### src/rtl/ldst_pkg.sv
package ldst_pkg;
  typedef enum logic [1:0] {
    SZ_BYTE = 2'd0,
    SZ_HALF = 2'd1,
    SZ_WORD = 2'd2,
    SZ_DBL  = 2'd3
  } xfer_size_e;

  localparam int ACC_SIGNED_BIT = 0;
  localparam int ACC_LOAD_BIT   = 1;

  typedef enum logic [2:0] {
    S_IDLE = 3'd0,
    S_REQ  = 3'd1,
    S_WAIT = 3'd2,
    S_WB   = 3'd3,
    S_WR0  = 3'd4,
    S_WR1  = 3'd5
  } lsu_state_e;
endpackage

### src/rtl/ldst_agen.sv
module ldst_agen #(
  parameter int XLEN  = 32,
  parameter int IMM_W = 12
) (
  input  logic [XLEN-1:0]  base,
  input  logic [IMM_W-1:0] imm,
  input  logic             add,
  input  logic             pre,
  output logic [XLEN-1:0]  ofs_addr,
  output logic [XLEN-1:0]  acc_addr
);
  function automatic logic [XLEN-1:0] f_offset(input logic [XLEN-1:0] b,
                                               input logic [IMM_W-1:0] i,
                                               input logic up);
    logic [XLEN-1:0] ext;
    ext = XLEN'(i);
    return up ? (b + ext) : (b - ext);
  endfunction

  assign ofs_addr = f_offset(base, imm, add);
  assign acc_addr = pre ? ofs_addr : base;
endmodule

### src/rtl/ldst_load_fmt.sv
module ldst_load_fmt
  import ldst_pkg::*;
#(
  parameter int XLEN = 32
) (
  input  logic [2*XLEN-1:0] rdata,
  input  logic [1:0]        size,
  input  logic              sgn,
  input  logic              big,
  output logic [XLEN-1:0]   word_rt,
  output logic [XLEN-1:0]   word_rt1
);
  logic [XLEN-1:0] lo_w, hi_w;
  assign lo_w = rdata[XLEN-1:0];
  assign hi_w = rdata[2*XLEN-1:XLEN];

  function automatic logic [XLEN-1:0] f_extend(input logic [XLEN-1:0] w,
                                               input logic [1:0] sz,
                                               input logic s);
    logic [XLEN-1:0] r;
    case (sz)
      SZ_BYTE: r = s ? {{(XLEN-8){w[7]}}, w[7:0]}   : {{(XLEN-8){1'b0}}, w[7:0]};
      SZ_HALF: r = s ? {{(XLEN-16){w[15]}}, w[15:0]} : {{(XLEN-16){1'b0}}, w[15:0]};
      default: r = w;
    endcase
    return r;
  endfunction

  always_comb begin
    if (size == SZ_DBL) begin
      word_rt  = big ? hi_w : lo_w;
      word_rt1 = big ? lo_w : hi_w;
    end else begin
      word_rt  = f_extend(lo_w, size, sgn);
      word_rt1 = hi_w;
    end
  end

  // a signed byte result carries the byte's top bit through the upper bits
  always_comb begin
    if (size == SZ_BYTE && sgn)
      p_sext_byte_r5: assert (word_rt[XLEN-1:8] == {(XLEN-8){rdata[7]}});
  end
endmodule

### src/rtl/ldst_store_pack.sv
module ldst_store_pack
  import ldst_pkg::*;
#(
  parameter int XLEN = 32
) (
  input  logic [XLEN-1:0]   d_rt,
  input  logic [XLEN-1:0]   d_rt1,
  input  logic [1:0]        size,
  input  logic              big,
  output logic [2*XLEN-1:0] wdata
);
  function automatic logic [XLEN-1:0] f_trim(input logic [XLEN-1:0] w,
                                             input logic [1:0] sz);
    logic [XLEN-1:0] r;
    case (sz)
      SZ_BYTE: r = {{(XLEN-8){1'b0}}, w[7:0]};
      SZ_HALF: r = {{(XLEN-16){1'b0}}, w[15:0]};
      default: r = w;
    endcase
    return r;
  endfunction

  always_comb begin
    if (size == SZ_DBL)
      wdata = big ? {d_rt, d_rt1} : {d_rt1, d_rt};
    else
      wdata = {{XLEN{1'b0}}, f_trim(d_rt, size)};
  end
endmodule

### src/rtl/ldst_unit.sv
module ldst_unit
  import ldst_pkg::*;
#(
  parameter int XLEN   = 32,
  parameter int IMM_W  = 12,
  parameter int RIDX_W = 4
) (
  input  logic                clk,
  input  logic                rst_n,
  input  logic                op_valid,
  output logic                op_ready,
  input  logic [XLEN-1:0]     op_base,
  input  logic [IMM_W-1:0]    op_imm,
  input  logic                op_add,
  input  logic                op_pre,
  input  logic                op_wb,
  input  logic [1:0]          op_size,
  input  logic [1:0]          op_acc,
  input  logic                op_big,
  input  logic [RIDX_W-1:0]   op_rt,
  input  logic [RIDX_W-1:0]   op_rn,
  output logic [RIDX_W-1:0]   rf_raddr0,
  input  logic [XLEN-1:0]     rf_rdata0,
  output logic [RIDX_W-1:0]   rf_raddr1,
  input  logic [XLEN-1:0]     rf_rdata1,
  output logic                rf_we,
  output logic [RIDX_W-1:0]   rf_waddr,
  output logic [XLEN-1:0]     rf_wdata,
  output logic                mem_req,
  output logic                mem_we,
  output logic [XLEN-1:0]     mem_addr,
  output logic [1:0]          mem_size,
  output logic [2*XLEN-1:0]   mem_wdata,
  input  logic                mem_gnt,
  input  logic                mem_rvalid,
  input  logic [2*XLEN-1:0]   mem_rdata,
  output logic                busy
);
  localparam int DW = 2 * XLEN;
  localparam logic [RIDX_W-1:0] PAIR_BIT = RIDX_W'(1);

  lsu_state_e state_q, state_d;

  logic [XLEN-1:0]   addr_q, ofs_q, ld_rt_q, ld_rt1_q;
  logic [DW-1:0]     wdata_q;
  logic              store_q, sgn_q, big_q, wb_q;
  logic [1:0]        size_q;
  logic [RIDX_W-1:0] rt_q, rn_q;

  logic [XLEN-1:0]   ofs_addr, acc_addr, fmt_rt, fmt_rt1;
  logic [DW-1:0]     st_data;

  // Operand read ports follow the incoming operation
  assign rf_raddr0 = op_rt;
  assign rf_raddr1 = op_rt | PAIR_BIT;

  ldst_agen #(.XLEN(XLEN), .IMM_W(IMM_W)) u_agen (
    .base(op_base), .imm(op_imm), .add(op_add), .pre(op_pre),
    .ofs_addr(ofs_addr), .acc_addr(acc_addr)
  );

  ldst_store_pack #(.XLEN(XLEN)) u_pack (
    .d_rt(rf_rdata0), .d_rt1(rf_rdata1), .size(op_size), .big(op_big),
    .wdata(st_data)
  );

  ldst_load_fmt #(.XLEN(XLEN)) u_fmt (
    .rdata(mem_rdata), .size(size_q), .sgn(sgn_q), .big(big_q),
    .word_rt(fmt_rt), .word_rt1(fmt_rt1)
  );

  // Named events for the assertions
  logic ev_accept, ev_grant, ev_resp, ev_first_dbl, ev_final_wr;
  assign busy         = (state_q != S_IDLE);
  assign op_ready     = !busy;
  assign ev_accept    = op_valid && op_ready;
  assign ev_grant     = (state_q == S_REQ) && mem_gnt;
  assign ev_resp      = (state_q == S_WAIT) && mem_rvalid;
  assign ev_first_dbl = (state_q == S_WR0) && (size_q == SZ_DBL);
  assign ev_final_wr  = (state_q == S_WR1) ||
                        ((state_q == S_WR0) && (size_q != SZ_DBL)) ||
                        ((state_q == S_WB) && store_q);

  always_comb begin
    state_d = state_q;
    case (state_q)
      S_IDLE: if (op_valid) state_d = S_REQ;
      S_REQ:  if (mem_gnt) state_d = store_q ? (wb_q ? S_WB : S_IDLE) : S_WAIT;
      S_WAIT: if (mem_rvalid) state_d = wb_q ? S_WB : S_WR0;
      S_WB:   state_d = store_q ? S_IDLE : S_WR0;
      S_WR0:  state_d = (size_q == SZ_DBL) ? S_WR1 : S_IDLE;
      S_WR1:  state_d = S_IDLE;
      default: state_d = S_IDLE;
    endcase
  end

  always_ff @(posedge clk) begin
    if (!rst_n) begin
      state_q  <= S_IDLE;
      addr_q   <= '0;
      ofs_q    <= '0;
      wdata_q  <= '0;
      store_q  <= 1'b0;
      sgn_q    <= 1'b0;
      big_q    <= 1'b0;
      wb_q     <= 1'b0;
      size_q   <= '0;
      rt_q     <= '0;
      rn_q     <= '0;
      ld_rt_q  <= '0;
      ld_rt1_q <= '0;
    end else begin
      state_q <= state_d;
      if (ev_accept) begin
        addr_q  <= acc_addr;
        ofs_q   <= ofs_addr;
        store_q <= !op_acc[ACC_LOAD_BIT];
        sgn_q   <= op_acc[ACC_SIGNED_BIT];
        big_q   <= op_big;
        wb_q    <= op_wb;
        size_q  <= op_size;
        rt_q    <= op_rt;
        rn_q    <= op_rn;
        wdata_q <= op_acc[ACC_LOAD_BIT] ? '0 : st_data;
      end
      if (ev_resp) begin
        ld_rt_q  <= fmt_rt;
        ld_rt1_q <= fmt_rt1;
      end
    end
  end

  assign mem_req   = (state_q == S_REQ);
  assign mem_we    = store_q;
  assign mem_addr  = addr_q;
  assign mem_size  = size_q;
  assign mem_wdata = wdata_q;

  always_comb begin
    rf_we    = 1'b0;
    rf_waddr = rt_q;
    rf_wdata = ld_rt_q;
    case (state_q)
      S_WB:  begin rf_we = 1'b1; rf_waddr = rn_q;            rf_wdata = ofs_q;    end
      S_WR0: begin rf_we = 1'b1; rf_waddr = rt_q;            rf_wdata = ld_rt_q;  end
      S_WR1: begin rf_we = 1'b1; rf_waddr = rt_q | PAIR_BIT; rf_wdata = ld_rt1_q; end
      default: ;
    endcase
  end

  // a waiting request keeps every attribute
  p_req_hold_r8: assert property (@(posedge clk) disable iff (!rst_n)
    mem_req && !mem_gnt |=> mem_req && $stable(mem_addr) && $stable(mem_we) &&
                            $stable(mem_size) && $stable(mem_wdata));

  // no register write in the cycle after a load is granted
  p_no_early_wr_r9: assert property (@(posedge clk) disable iff (!rst_n)
    ev_grant && !mem_we |=> !rf_we);

  // the odd partner write follows the first doubleword write
  p_dbl_pair_r10: assert property (@(posedge clk) disable iff (!rst_n)
    ev_first_dbl |=> rf_we && (rf_waddr == ($past(rf_waddr) | PAIR_BIT)));

  // busy drops right after the final write
  p_idle_after_last_r10: assert property (@(posedge clk) disable iff (!rst_n)
    ev_final_wr |=> !busy);

  // acceptance starts a request
  p_accept_req_r10: assert property (@(posedge clk) disable iff (!rst_n)
    ev_accept |=> busy && mem_req);

  // register writes and memory requests never overlap
  p_wr_apart_r4: assert property (@(posedge clk) disable iff (!rst_n)
    rf_we |-> !mem_req && busy);
endmodule

### config.mk
export PLATFORM = sky130hd
export DESIGN_NAME = ldst_unit
export DESIGN_NICKNAME = d
export VERILOG_FILES = /design/src/rtl/ldst_pkg.sv /design/src/rtl/ldst_agen.sv /design/src/rtl/ldst_load_fmt.sv /design/src/rtl/ldst_store_pack.sv /design/src/rtl/ldst_unit.sv
export SDC_FILE = /design/constraint.sdc
export NUM_CORES = 1
export LEC_CHECK = 0
export ABC_AREA = 1
export BUFFER_PORTS_ARGS = -buffer_cell sky130_fd_sc_hd__buf_2
export CAP_MARGIN = 15
export CORE_ASPECT_RATIO = 1.1
export CORE_MARGIN = 2
export CORE_UTILIZATION = 45
export CTS_CLUSTER_DIAMETER = 40
export CTS_CLUSTER_SIZE = 8
export DETAILED_ROUTE_END_ITERATION = 10
export PLACE_DENSITY = 0.73
export SETUP_SLACK_MARGIN = 0.2
export SYNTH_ARGS = -nofsm -noshare
export SYNTH_HDL_FRONTEND = slang
export SYNTH_SLANG_ARGS = --single-unit
### constraint.sdc
create_clock -name clk -period 2.8 [get_ports clk]
set_input_delay 0.42 -clock clk [delete_from_list [all_inputs] [get_ports clk]]
set_output_delay 0.42 -clock clk [all_outputs]
set_load 0.05 [all_outputs]
==> flow_summary_export.csv <==
group,metric,value,unit
place,place_hpwl,33300,µm
finish,utilization,62.0,%
synthesis,ys_types,46,
sta,slew_viol_final,0,
pwr,peakVddDrop,0.784,mV
pwr,comb_power_share,40.0,%
worst_setup_path,startpoint_type,"input pin",
global_route,grt_antenna_before_repair,2,
route,drc,0,
route,drt_iter0_markers,1062,
synthesis,yosysTopAreaCellShare,32.5,%
route,highest-signal-layer,"met4",
place,port-buffer-count,338,
job,max_cap_viol_count,0,
die,die_y,181,µm
finish,layout-drive-gt1-share,28.3,%
route,vias_per_cell,5.41,
sta,setup_ws,0.231,ns
finish,syn_to_final_growth,34.6,%
pwr,sw_frac_of_total,41.9,%
route,vias,14951,
global_route,overflow,0,
worst_setup_path,arrival,2.97,ns
worst_setup_path,crit_fanout,4,
worst_setup_path,r2r_cells,10,
sta,rsz0062_at_grt,"true",
finish,layout_commonest_cell,"nand2_1",
synthesis,synth_largest_area_cell,"dfxtp_1",
synthesis,synth-warning-count,0,
pwr,power.leakage,0.00836,µW
pwr,internal_power,8150,µW
place,dp.cells,2684,
status,status,"complete, no violations",
sta,hold-worst-slack,0.137,ns
place,place.gp.congestion,1.03,
synthesis,seq_area_frac_synth,32.5,%
route,dr_wl_met3,3630,µm
clock_network,clk_path_buf_depth,3,
sta,setup_violations,0,
worst_setup_path,required,3.20,ns
clock_network,clk_pin_slew,0.05,ns
place,dp_slack,-0.415,ns
global_route,grt_pass1_wl,72300,µm
min_path,whs_endpoint,"rn_q[1]",
synthesis,syn-cell-area,12900,µm²
worst_setup_path,cpPeakStageDelay,0.38,ns
worst_setup_path,r2r_start,"state_q[0]",
sta,max_freq,389,MHz
min_path,worstHoldStart,"op_rn[1]",
die,initial_core_util,46.0,%
clock_network,clk_latency,0.51,ns
route,drt-met1-wl,18400,µm
sta,relSlewSlack,47.2,%
synthesis,syn_nets,2232,
clock_network,cts_root_buf,"clkbuf_16",
finish,fillers,2584,
route,wl_per_cell,17.1,µm
synthesis,synth_seq_cells,209,
clock_network,htreeDepth,2,
route,wl_met2,22900,µm
sta,hold_viol,0,
worst_setup_path,worst_setup_path_end_kind,"flip-flop",
sta,worst_slew_pin_slew,0.789,ns
route,ant_nets,0,
finish,finalNonFillerCells,2764,
clock_network,cts_tree,"yes",
sta,min_period,2.57,ns
synthesis,netlist_instances,2005,
global_route,grt_pass1_vias,14089,
worst_setup_path,crit_top_cell,"nand2_2",
finish,nets,2607,
min_path,hold_depth,3,
sta,fin_crit_sh,91.8,%
sta,fin_worst_skew,0.00738,ns
clock_network,cts-buffers-inserted,39,
worst_setup_path,path_class,"input pin to flip-flop",
worst_setup_path,ff2ff_setup_slack,0.63,ns
pwr,switching_power,5880,µW
worst_setup_path,rr_endpoint,"mem_wdata[47]",
worst_setup_path,cp_slowest_cell,"ha_1",
pwr,p_seq_share,27.7,%
die,fp.dieW,165,µm
die,dieArea,30000,µm²
pwr,power.density,810,nW/µm²
route,wl,47300,µm
min_path,hp-class,"input pin to flip-flop",
die,num_rows,64,
die,core_area,27900,µm²
finish,final_cell_mix,"nand2_1 (475), buf_2 (307), inv_1 (260)",
synthesis,synth_area_leaders,"dfxtp_1 (33%), nand2_1 (15%), a21oi_1 (9.4%)",
pwr,p_clk_share,32.3,%
worst_setup_path,path_buf_inv,5,
synthesis,avgSynthCellArea,6.42,µm²
global_route,grt_max_degree,164,
worst_setup_path,cpLargestDelayFamily,"simple AND/OR/NAND/NOR gates",
route,first_pass_iters,8,
die,io-pin-count,340,
worst_setup_path,crit_chain,"buf_6 -> inv_2 -> ha_4 -> nand3_4 -> nor3_4 -> nand2_2 -> o31ai_4 -> xnor2_1 -> ha_1 -> nand2_2 -> inv_2 -> nand2_2 -> inv_4 -> a21oi_4 -> nand2_4 -> nand2_2 -> nand2_1 -> nand2_1 -> nand3_1 -> o211ai_1 -> inv_1",
worst_setup_path,startpoint,"op_imm[0]",
global_route,grt_util_all_layers,30.1,%
clock_network,clock-sinks,209,
Yosys cell counts (all sizes together):
cell / instances
and2: 1
ha: 33
a221oi: 1
o2111ai: 7
a21o: 1
o211ai: 84
o21ai: 164
inv: 280
or2: 17
clkbuf: 72
nor2: 119
a21oi: 242
o21bai: 4
nor3: 8
nand2: 519
o32ai: 1
or4: 1
xor2: 21
nand4: 3
clkinv: 2
nor4: 2
buf: 54
xnor2: 2
a22oi: 1
o31ai: 1
o221ai: 11
conb: 1
a31oi: 27
nand3: 92
dfxtp: 209
a311oi: 1
a211oi: 23
fa: 1
logic make-up after synthesis:
family	count (synthesis)	synth area share (%)
simple gates	762	24.2
other cells	1	0.0291
buf+inv	408	12.9
xor+xnor	23	1.57
compound gates	568	25.4
fa+ha+maj	34	3.36
flops	209	32.5
through the flow:
step	power, µW	cell area, µm²	TNS (ns)
finish	14000	17300	0
floorplan	7600	12900	0
global route	14700	17300	0
global placement	9040	15300	-12.96
CTS	13700	16600	0
detailed placement	9120	15300	-14.48
sequential cells by signal, summed over array words and instances, names as in the netlist:
register / flops
ld_rt1_q: 32
sgn_q: 1
mem_wdata: 64
mem_addr: 32
state_q: 3
big_q: 1
ofs_q: 32
wb_q: 1
rn_q: 4
mem_size: 2
ld_rt_q: 32
mem_we: 1
rt_q: 4
layout make-up:
| type | count | area, µm² | share of cell area [%] |
|---|---|---|---|
| repair inverters | 1 | 7.51 | 0.0434 |
| multi-input cells | 1388 | 7540 | 43.5 |
| well taps | 363 | 454 | 2.62 |
| clock inverters | 13 | 179 | 1.03 |
| flip-flops and latches | 209 | 4190 | 24.2 |
| diodes | 1 | 2.50 | 0.0145 |
| inverters | 282 | 1070 | 6.21 |
| clock buffers | 48 | 1060 | 6.12 |
| repair buffers | 459 | 2810 | 16.2 |
worst min-delay path, cell delays in order:
cell	delay (ns)
buf_2	0.08
nor2_1	0.03
nor2_1	0.08
per-layer routing:
metal,vias to the layer above,global-route usage [%]
met5,-,0
met2,657,52.0
met3,148,6.11
met1,6815,34.8
li1,7331,-
met4,0,15.2
worst max-delay path by stage:
stage | end | cells past startpoint
finish | ofs_q[22] | 21
floorplan | mem_addr[22] | 21
global route | mem_addr[15] | 19
CTS | rf_wdata[25] | 9
detailed placement | mem_addr[31] | 19
global placement | mem_addr[31] | 19
power by group through the flow:
stage	Combinational, µW	Sequential [µW]	Clock, µW
floorplan	3110	4490	0
global placement	5140	3900	0
detailed placement	5200	3920	0
CTS	5290	3870	4580
global route	6070	3940	4710
finish	5620	3890	4520
timing repair:
item / 4_1_cts / 5_1_grt
gates cloned: 1 / 3
resized for setup: 22 / 160
hold buffers: 0 / 0
setup buffers: 6 / 8
pin swaps: 3 / 46
endpoints found under the setup margin: 54 / 80
Note: power is estimated with default switching activity, not from simulation.
